## config.mk

```make
export PLATFORM = sky130hd
export DESIGN_NAME = vecpost_top
export DESIGN_NICKNAME = d
export VERILOG_FILES = /design/src/rtl/vpp_pkg.sv /design/src/rtl/vpp_mode_decode.sv /design/src/rtl/vpp_stage.sv /design/src/rtl/vecpost_top.sv
export SDC_FILE = /design/constraint.sdc
export NUM_CORES = 2
export LEC_CHECK = 0
export BUFFER_PORTS_ARGS = -buffer_cell sky130_fd_sc_hd__buf_2
export CAP_MARGIN = 20
export CELL_PAD_IN_SITES_DETAIL_PLACEMENT = 1
export CELL_PAD_IN_SITES_GLOBAL_PLACEMENT = 2
export CORE_ASPECT_RATIO = 0.8
export CORE_UTILIZATION = 38
export DETAILED_ROUTE_END_ITERATION = 12
export PLACE_DENSITY = 0.9
export SLEW_MARGIN = 5
export SYNTH_ARGS = -nofsm -noshare
export SYNTH_HDL_FRONTEND = slang
export SYNTH_SLANG_ARGS = --single-unit
export TNS_END_PERCENT = 1
```

## constraint.sdc

```tcl
create_clock -name clk -period 9.6 [get_ports clk]
set_input_delay 1.44 -clock clk [delete_from_list [all_inputs] [get_ports clk]]
set_output_delay 1.44 -clock clk [all_outputs]
set_load 0.05 [all_outputs]
```

## src/rtl/vpp_pkg.sv

```systemverilog
package vpp_pkg;
    localparam int FXW  = 16;
    localparam int FRAC = 8;
    localparam int WIDE = 2 * FXW + 1;
    localparam int NSTG = 4;

    // stage indices, also the chain order
    localparam int STG_BIAS  = 0;
    localparam int STG_ACT   = 1;
    localparam int STG_LOSS  = 2;
    localparam int STG_DERIV = 3;

    typedef logic signed [FXW-1:0] fx_t;

    typedef enum logic [1:0] {
        MODE_PASS,
        MODE_DERIV,
        MODE_HIDDEN,
        MODE_FINAL
    } mode_e;

    typedef struct packed {
        logic valid;
        fx_t  data;
        fx_t  bias;
        fx_t  target;
        fx_t  grad;
    } lane_t;

    function automatic fx_t sat_w(input logic signed [WIDE-1:0] v);
        if (v[WIDE-1:FXW-1] == {(WIDE-FXW+1){v[WIDE-1]}})
            return v[FXW-1:0];
        else if (v[WIDE-1])
            return {1'b1, {(FXW-1){1'b0}}};
        else
            return {1'b0, {(FXW-1){1'b1}}};
    endfunction

    function automatic fx_t sat_add(input fx_t a, input fx_t b);
        logic signed [WIDE-1:0] s;
        s = WIDE'(a) + WIDE'(b);
        return sat_w(s);
    endfunction

    function automatic fx_t sat_sub(input fx_t a, input fx_t b);
        logic signed [WIDE-1:0] s;
        s = WIDE'(a) - WIDE'(b);
        return sat_w(s);
    endfunction

    function automatic fx_t qmul(input fx_t a, input fx_t b);
        logic signed [WIDE-1:0] p;
        p = WIDE'(a) * WIDE'(b);
        return sat_w(p >>> FRAC);
    endfunction
endpackage

```

## src/rtl/vpp_mode_decode.sv

```systemverilog
module vpp_mode_decode
    import vpp_pkg::*;
(
    input  logic [3:0]      cfg,
    output mode_e           mode,
    output logic [NSTG-1:0] stage_en
);
    // code to mode; every unlisted code folds into MODE_PASS
    always_comb begin
        case (cfg)
            4'b0001: mode = MODE_DERIV;
            4'b1100: mode = MODE_HIDDEN;
            4'b1111: mode = MODE_FINAL;
            default: mode = MODE_PASS;
        endcase
    end

    // mode to stage enables
    always_comb begin
        stage_en = '0;
        unique case (mode)
            MODE_PASS:   stage_en = '0;
            MODE_DERIV:  stage_en[STG_DERIV] = 1'b1;
            MODE_HIDDEN: begin
                stage_en[STG_BIAS] = 1'b1;
                stage_en[STG_ACT]  = 1'b1;
            end
            MODE_FINAL: begin
                stage_en[STG_BIAS] = 1'b1;
                stage_en[STG_ACT]  = 1'b1;
                stage_en[STG_LOSS] = 1'b1;
            end
        endcase
    end
endmodule

```

## src/rtl/vpp_stage.sv

```systemverilog
module vpp_stage
    import vpp_pkg::*;
#(
    parameter int KIND = STG_BIAS
) (
    input  logic  clk,
    input  logic  rst_n,
    input  logic  en,
    input  fx_t   leak,
    input  fx_t   scale,
    input  lane_t in_l,
    output lane_t out_l
);
    localparam fx_t ONE = fx_t'(1 << FRAC);

    fx_t   op_val;
    lane_t res;
    lane_t held;

    always_comb begin
        unique case (KIND)
            STG_BIAS:  op_val = sat_add(in_l.data, in_l.bias);
            STG_ACT:   op_val = in_l.data[FXW-1] ? qmul(in_l.data, leak) : in_l.data;
            STG_LOSS:  op_val = qmul(sat_sub(in_l.data, in_l.target), scale);
            default:   op_val = qmul(in_l.grad,
                                     (!in_l.data[FXW-1] && (|in_l.data)) ? ONE : leak);
        endcase
        res      = in_l;
        res.data = op_val;
    end

    always_ff @(posedge clk or negedge rst_n) begin
        if (!rst_n) held <= '0;
        else        held <= res;
    end

    assign out_l = en ? held : in_l;


    valid_delay_chk: assert property (@(posedge clk) disable iff (!rst_n)
        ($past(rst_n) && en && $past(en)) |-> (out_l.valid == $past(in_l.valid)));

    if (KIND == STG_ACT) begin : g_act_chk

        nonneg_pass_chk: assert property (@(posedge clk) disable iff (!rst_n)
            ($past(rst_n) && en && $past(en) && $past(in_l.valid) && !$past(in_l.data[FXW-1]))
            |-> (out_l.data == $past(in_l.data)));
    end

    if (KIND == STG_DERIV) begin : g_deriv_chk

        deriv_pos_chk: assert property (@(posedge clk) disable iff (!rst_n)
            ($past(rst_n) && en && $past(en) && $past(in_l.valid)
             && !$past(in_l.data[FXW-1]) && ($past(in_l.data) != '0))
            |-> (out_l.data == $past(in_l.grad)));
    end
endmodule

```

## src/rtl/vecpost_top.sv

```systemverilog
module vecpost_top
    import vpp_pkg::*;
(
    input  logic        clk,
    input  logic        rst_n,
    input  logic [3:0]  cfg_mode,
    input  logic [15:0] leak_factor,
    input  logic [15:0] loss_scale,
    input  logic        in_valid,
    input  logic [15:0] in_data,
    input  logic [15:0] in_bias,
    input  logic [15:0] in_target,
    input  logic [15:0] in_grad,
    output logic        out_valid,
    output logic [15:0] out_data
);
    mode_e           mode;
    logic [NSTG-1:0] stage_en;
    lane_t           lanes [NSTG+1];
    logic            unused_tail;

    vpp_mode_decode i_decode (
        .cfg      (cfg_mode),
        .mode     (mode),
        .stage_en (stage_en)
    );

    assign lanes[0] = '{valid: in_valid, data: in_data, bias: in_bias,
                        target: in_target, grad: in_grad};

    for (genvar s = 0; s < NSTG; s++) begin : g_stage
        vpp_stage #(.KIND(s)) i_stage (
            .clk   (clk),
            .rst_n (rst_n),
            .en    (stage_en[s]),
            .leak  (leak_factor),
            .scale (loss_scale),
            .in_l  (lanes[s]),
            .out_l (lanes[s+1])
        );
    end

    assign out_valid   = lanes[NSTG].valid;
    assign out_data    = lanes[NSTG].data;
    assign unused_tail = ^{lanes[NSTG].bias, lanes[NSTG].target, lanes[NSTG].grad};


    bypass_wire_chk: assert property (@(posedge clk) disable iff (!rst_n)
        (cfg_mode == 4'b0000) |-> (out_valid == in_valid && out_data == in_data));


    unlisted_code_chk: assert property (@(posedge clk) disable iff (!rst_n)
        (cfg_mode != 4'b0000 && cfg_mode != 4'b0001 && cfg_mode != 4'b1100 && cfg_mode != 4'b1111)
        |-> (stage_en == '0 && out_valid == in_valid && out_data == in_data));
endmodule

```

# [Yosys cells after proc, flatten, opt, wreduce, memory -nomap -nowiden]
# Index checks and enable logic that the tools add are counted.
[word_totals] reg_bits=260 output_inout_bits=17 elab_cells=60 inputBits=103
[classes] n_addsub=2 eq_ne=11 mul=3 muxes=20 n_reduce_logical=4
[op_table] cell="65-bit two-way mux" n=4
[op_table] cell="16-bit two-way mux" n=12
[op_table] cell="16-bit by 16-bit multiplier with 32-bit output" n=3
[op_table] cell="17-bit == test" n=2
[op_table] cell="9-bit == test" n=3
[op_table] cell="16-bit by 16-bit adder with 17-bit output" n=1
[op_table] cell="16-bit by 16-bit subtractor with 17-bit output" n=1
[op_table] cell="16-bit OR reduction" n=1
[op_table] cell="4-bit == test (second input constant)" n=2
[op_table] cell="2-bit case mux with 3 select lines" n=1
[op_table] cell="2-bit == test (second input constant)" n=2
[op_table] cell="4-bit by 1-bit == test with 1-bit output (second input constant)" n=1
[op_table] cell="2-bit by 1-bit == test with 1-bit output (second input constant)" n=1
[op_table] cell="1-bit two-way mux" n=2
[op_table] cell="2-bit two-way mux" n=1
[op_table] cell="2-bit OR reduction" n=1
[op_table] cell="1-bit logical AND" n=1
[op_table] cell="1-bit logical NOT" n=1

# [Longest topological paths before layout]
[logic_depth] ltp_word=14 mapped_depth=49 depth_no_buf=42

# [Hierarchy]
# Synthesis repeated with hierarchy kept, for this count alone.
[hier_totals] cells_unflattened=4453 area_unflattened_um2=43330.3
[modules_own_cells] module="vpp_stage at g_stage[2].i_stage" cells_each=1439 area_each_um2=13663.1 instances=1
[modules_own_cells] module="vpp_stage at g_stage[1].i_stage" cells_each=1366 area_each_um2=13045.0 instances=1
[modules_own_cells] module="vpp_stage at g_stage[3].i_stage" cells_each=1317 area_each_um2=12806.0 instances=1
[modules_own_cells] module="vpp_stage at g_stage[0].i_stage" cells_each=324 area_each_um2=3744.8 instances=1
[modules_own_cells] module="vpp_mode_decode" cells_each=7 area_each_um2=71.3 instances=1

# [Least setup slack after synthesis]
# No wires, ideal clock.
[synth_path] path_type="input-to-reg" startpoint="in cfg_mode[0]" endpoint="reg g_stage[2].i_stage.held[53] in the netlist's numbering" path_buffers=8 setup_time_ps=135 arrival_time_ps=12156 path_slack_ps=-2690 cell_stages=45 t_required_ps=9465 cell_sequence="buf_6 xor2_4 nor2_4 clkbuf_1 clkbuf_1 buf_1 clkbuf_1 mux2i_1 ha_1 nor2b_1 o21ai_0 a21oi_1 o211ai_1 a21bo_2 a21boi_1 o21ai_0 a21boi_0 o21a_1 [... 9 more ...] inv_1 fa_1 inv_1 ha_1 clkbuf_1 a21o_1 a21o_1 a21oi_2 o21ai_0 a221o_1 o21ba_2 a21boi_1 or3_1 a211oi_1 nand2_1 o21ai_1 clkbuf_1 o21ai_1"
[synth_between] elab_chain_len=13 elab_cells_between_ends=18
[synth_lines] element="start: declaration" line="vecpost_top.sv:6" text="input logic [3:0] cfg_mode,"
[synth_lines] element="4-bit == test / 4-bit by 1-bit == test with 1-bit output (equally long branches)" line="vpp_mode_decode.sv:10" text="case (cfg)"
[synth_lines] element="2-bit case mux with 3 select lines *" line="vpp_mode_decode.sv:10"
[synth_lines] element="2-bit == test" line="vpp_mode_decode.sv:21" text="unique case (mode)"
[synth_lines] element="2-bit OR reduction (no line) *"
[synth_lines] element="2-bit two-way mux *" line="vpp_mode_decode.sv:21"
[synth_lines] element="65-bit two-way mux" line="vpp_stage.sv:37" text="assign out_l = en ? held : in_l;"
[synth_lines] element="65-bit two-way mux *" line="vpp_stage.sv:37"
[synth_lines] element="16-bit by 16-bit subtractor with 17-bit output *" line="vpp_pkg.sv:47" text="s = WIDE'(a) - WIDE'(b);"
[synth_lines] element="17-bit == test / 16-bit two-way mux (equally long branches)" line="vpp_pkg.sv:31, vpp_pkg.sv:33"
[synth_lines] element="16-bit two-way mux *" line="vpp_pkg.sv:31" text="if (v[WIDE-1:FXW-1] == {(WIDE-FXW+1){v[WIDE-1]}})"
[synth_lines] element="16-bit by 16-bit multiplier with 32-bit output *" line="vpp_pkg.sv:53" text="p = WIDE'(a) * WIDE'(b);"
[synth_lines] element="9-bit == test / 16-bit two-way mux (equally long branches)" line="vpp_pkg.sv:31, vpp_pkg.sv:33"
[synth_lines] element="16-bit two-way mux *" line="vpp_pkg.sv:31"
[synth_lines] element="named net g_stage[2].i_stage.op_val[5]" line="vpp_stage.sv:16" text="fx_t op_val;"
[synth_lines] element="end signal: assignment" line="vpp_stage.sv:34" text="else held <= res;"
[synth_lines] element="end: declaration" line="vpp_stage.sv:18" text="lane_t held;"
# Mark *: on every way through the listed nets, which the timed path passes. The rest lies on a longest branch.

# [Final worst setup path]
[layout_path] startpoint="in cfg_mode[1]" endpoint="reg g_stage[2].i_stage.held[52] in the netlist's numbering"
# Same word-level chain as after synthesis.

==> results.py <==
metrics = {
    "sta": {
        "drv_slew": 0,
        "setup_viol": 16,
        "grt_setup_unrepaired": "yes",
        "maxSlewHeadroom_pct": 35.7,
        "period_share_pct": 112,
        "finalHoldViolCount": 0,
        "timing.fmax_mhz": 93.2,
        "finalWorstPathRequiredPeriod_ns": 10.74,
        "skew_ns": 0.0205,
        "fin_tns_setup_ns": -16.08,
        "tightest_slew_ns": 0.960,
        "worst_slack_ns": -1.14,
    },
    "worst_hold_path": {
        "hp-start": "g_stage[0].i_stage.held[2]",
        "hp-class": "flip-flop to flip-flop",
    },
    "global_routing": {
        "grt_pass1_wl_um": 205000,
        "antenna_found_initial": 4,
        "grt_max_degree": 89,
        "gr-total-overflow": 0,
        "track_usage_pct": 27.5,
        "grt_pass1_vias": 34900,
    },
    "critical_path": {
        "endpoint": "g_stage[2].i_stage.held[52]",
        "r2r-start": "g_stage[1].i_stage.held[53]",
        "crit_top_cell": "fa_1",
        "crit_type": "input pin to flip-flop",
        "r2r_slack_ns": 0.07,
        "arrival_ns": 11.09,
        "cp_slowest_cell": "or4_4",
        "rr_endpoint": "g_stage[2].i_stage.held[52]",
        "worstSetupEndpointType": "flip-flop",
        "startpoint": "cfg_mode[1]",
        "max_stage_delay_ns": 0.59,
        "ff2ff_path_depth": 38,
        "cp_max_fo": 8,
        "worstSetupStartpointType": "input pin",
        "required_ns": 9.95,
    },
    "clock_network": {
        "cts_buffer_depth": 2,
        "path_clk_slew_ns": 0.07,
        "clock_latency_ns": 0.49,
        "cts_buffers": 17,
        "root_buffer": "clkbuf_16",
        "cts_tree": "built",
        "htreeDepth": 4,
        "cts_num_sinks": 148,
    },
    "layout": {
        "largestRegisters": "g_stage.i_stage.held: 148 flops",
        "fin_nets": 5782,
        "largest_reg_flops": 148,
        "drive_gt1_share_pct": 19.1,
        "fin_area_um2": 44500,
        "top_register": "g_stage.i_stage.held",
        "area_growth_pct": 20.4,
    },
    "routing": {
        "wl_per_cell_um": 22.4,
        "initialDrtViolationCount": 2101,
        "drcViolationCount": 0,
        "drt-total-wl_um": 133000,
        "dr.pass1.iters": 6,
        "dr_total_vias": 30900,
        "ant_nets": 0,
        "avgViaCountPerCell": 5.22,
    },
    "floorplanning": {
        "die_w_um": 351,
        "start_util_pct": 38.7,
        "die-area_um2": 98600,
        "coreArea_um2": 95700,
        "rows": 101,
        "ios": 120,
        "die_h_um": 281,
    },
    "synthesis": {
        "ys.flop_type": "dfrtp_1",
        "ys_ff_latch": 148,
        "synth_commonest_cells": "inv_1 (880), fa_1 (786), nand2_1 (644)",
        "synthCells": 4087,
        "yosys-top-cells-area": "fa_1 (43%), dfrtp_1 (10%), ha_1 (9.1%)",
        "yosysTopAreaCell": "fa_1",
        "synth_top_area_share_pct": 42.5,
        "synthArstFlopShare_pct": 100,
        "syn_nets": 5244,
        "synth_top_family_by_area": "adder cells",
        "synth_most_common_cell": "inv_1",
        "syn-cell-area_um2": 37000,
        "synth_adder_area_share_pct": 51.6,
        "synth-compound-area-share_pct": 8.27,
        "syn-mean-instance-area_um2": 9.05,
        "synth_cell_type_count": 96,
        "seq_area_frac_synth_pct": 10.0,
        "synth_edf_count": 0,
        "yosys.area_share.xor_xnor_pct": 2.94,
        "synth-simple-area-share_pct": 15.9,
        "muxShareOfSynthArea_pct": 0.632,
        "yosys_warnings": 0,
    },
    "status": {
        "violations": "negative setup slack",
        "outcome": "finished with violations",
    },
    "placed_design": {
        "hpwl_um": 110000,
        "dpl_worst_slack_ns": -1.92,
        "io_buffers": 119,
        "dpl_cell_area_um2": 42800,
        "gp_congestion": 0.942,
    },
    "job": {
        "cap_viol_max_count": 0,
    },
}
## cells in the final DEF, fill, tap and decap left out, types with 50 or more instances in the layout
| cell | count |
|---|---|
| nor2_1 | 172 |
| xnor2_1 | 71 |
| o21ai_0 | 65 |
| buf_2 | 116 |
| inv_1 | 872 |
| a21o_1 | 53 |
| dfrtp_1 | 148 |
| fa_1 | 766 |
| buf_4 | 512 |
| ha_1 | 257 |
| nand2_1 | 637 |
| and2_1 | 217 |
| nor2b_1 | 50 |
| a21oi_1 | 79 |
## cell type report
class | instances | area (um2)
clock inverters | 13 | 171
flip-flops and latches | 148 | 3700
well taps | 1287 | 1610
diodes | 5 | 12.5
multi-input cells | 2904 | 30100
fillers | 11100 | 51100
inverters | 880 | 3300
clock buffers | 19 | 433
repair buffers | 674 | 5210
## through the flow
stage / cells / utilization, % / hold slack (ns)
after floorplan: 4087 / - / 0.421
final: 5930 / 46.6 / 0.447
after global routing: 5925 / 46.6 / 0.467
after detailed placement: 5851 / 44.8 / 0.431
after global placement: 5851 / 44.8 / 0.423
after CTS: 5900 / 45.8 / 0.448
## cells by family (layout without fill, tap and decap cells)
group                      count (synthesis)  count (layout)
other                                      0               5
adders and majority gates               1054            1054
buffers and inverters                   1036            1586
DFF                                      148             148
and+or+nand+nor                         1266            1266
muxes                                     23              23
AOI/OAI and AO/OA                        440             441
xor gates and xnor gates                 120             120
## worst min path at each step
stage                                        to  slack (ns)  depth (start not counted)
finish               g_stage[1].i_stage.held[2]        0.45                          2
global route         g_stage[1].i_stage.held[5]        0.47                          2
CTS                  g_stage[1].i_stage.held[2]        0.45                          2
detailed placement   g_stage[1].i_stage.held[2]        0.43                          2
global placement    g_stage[1].i_stage.held[26]        0.42                          2
floorplan           g_stage[1].i_stage.held[18]        0.42                          2
## per-layer routing
| metal | vias up | routed length [um] | global-route usage (%) |
|---|---|---|---|
| met3 | 232 | 9640 | 4.94 |
| met2 | 1060 | 61200 | 43.5 |
| met4 | 4 | 3970 | 6.74 |
| met5 | - | 19 | 0 |
| li1 | 13500 | - | - |
| met1 | 16200 | 57900 | 38.8 |
## what timing repair did
item                                   in CTS  in global routing
hold buffers                                0                  0
buffers inserted                           15                 24
pin swaps                                  45                 75
endpoints found under the hold margin       0                  0
cloned                                      2                  1
setup endpoints to repair                  32                 32
resized for setup                          69                112
## worst max-delay path, delay by kind of cell
family / cells / cell delay (ns)
mux: 1 / 0.19
fa+ha+maj: 8 / 3.64
buf+inv: 11 / 1.30
compound gates: 14 / 2.74
xor+xnor: 1 / 0.18
simple gates: 7 / 1.60
Power is left out: the tool's default activity adds up to more than one toggle a clock period on the data nets, which glitch-free logic cannot reach.
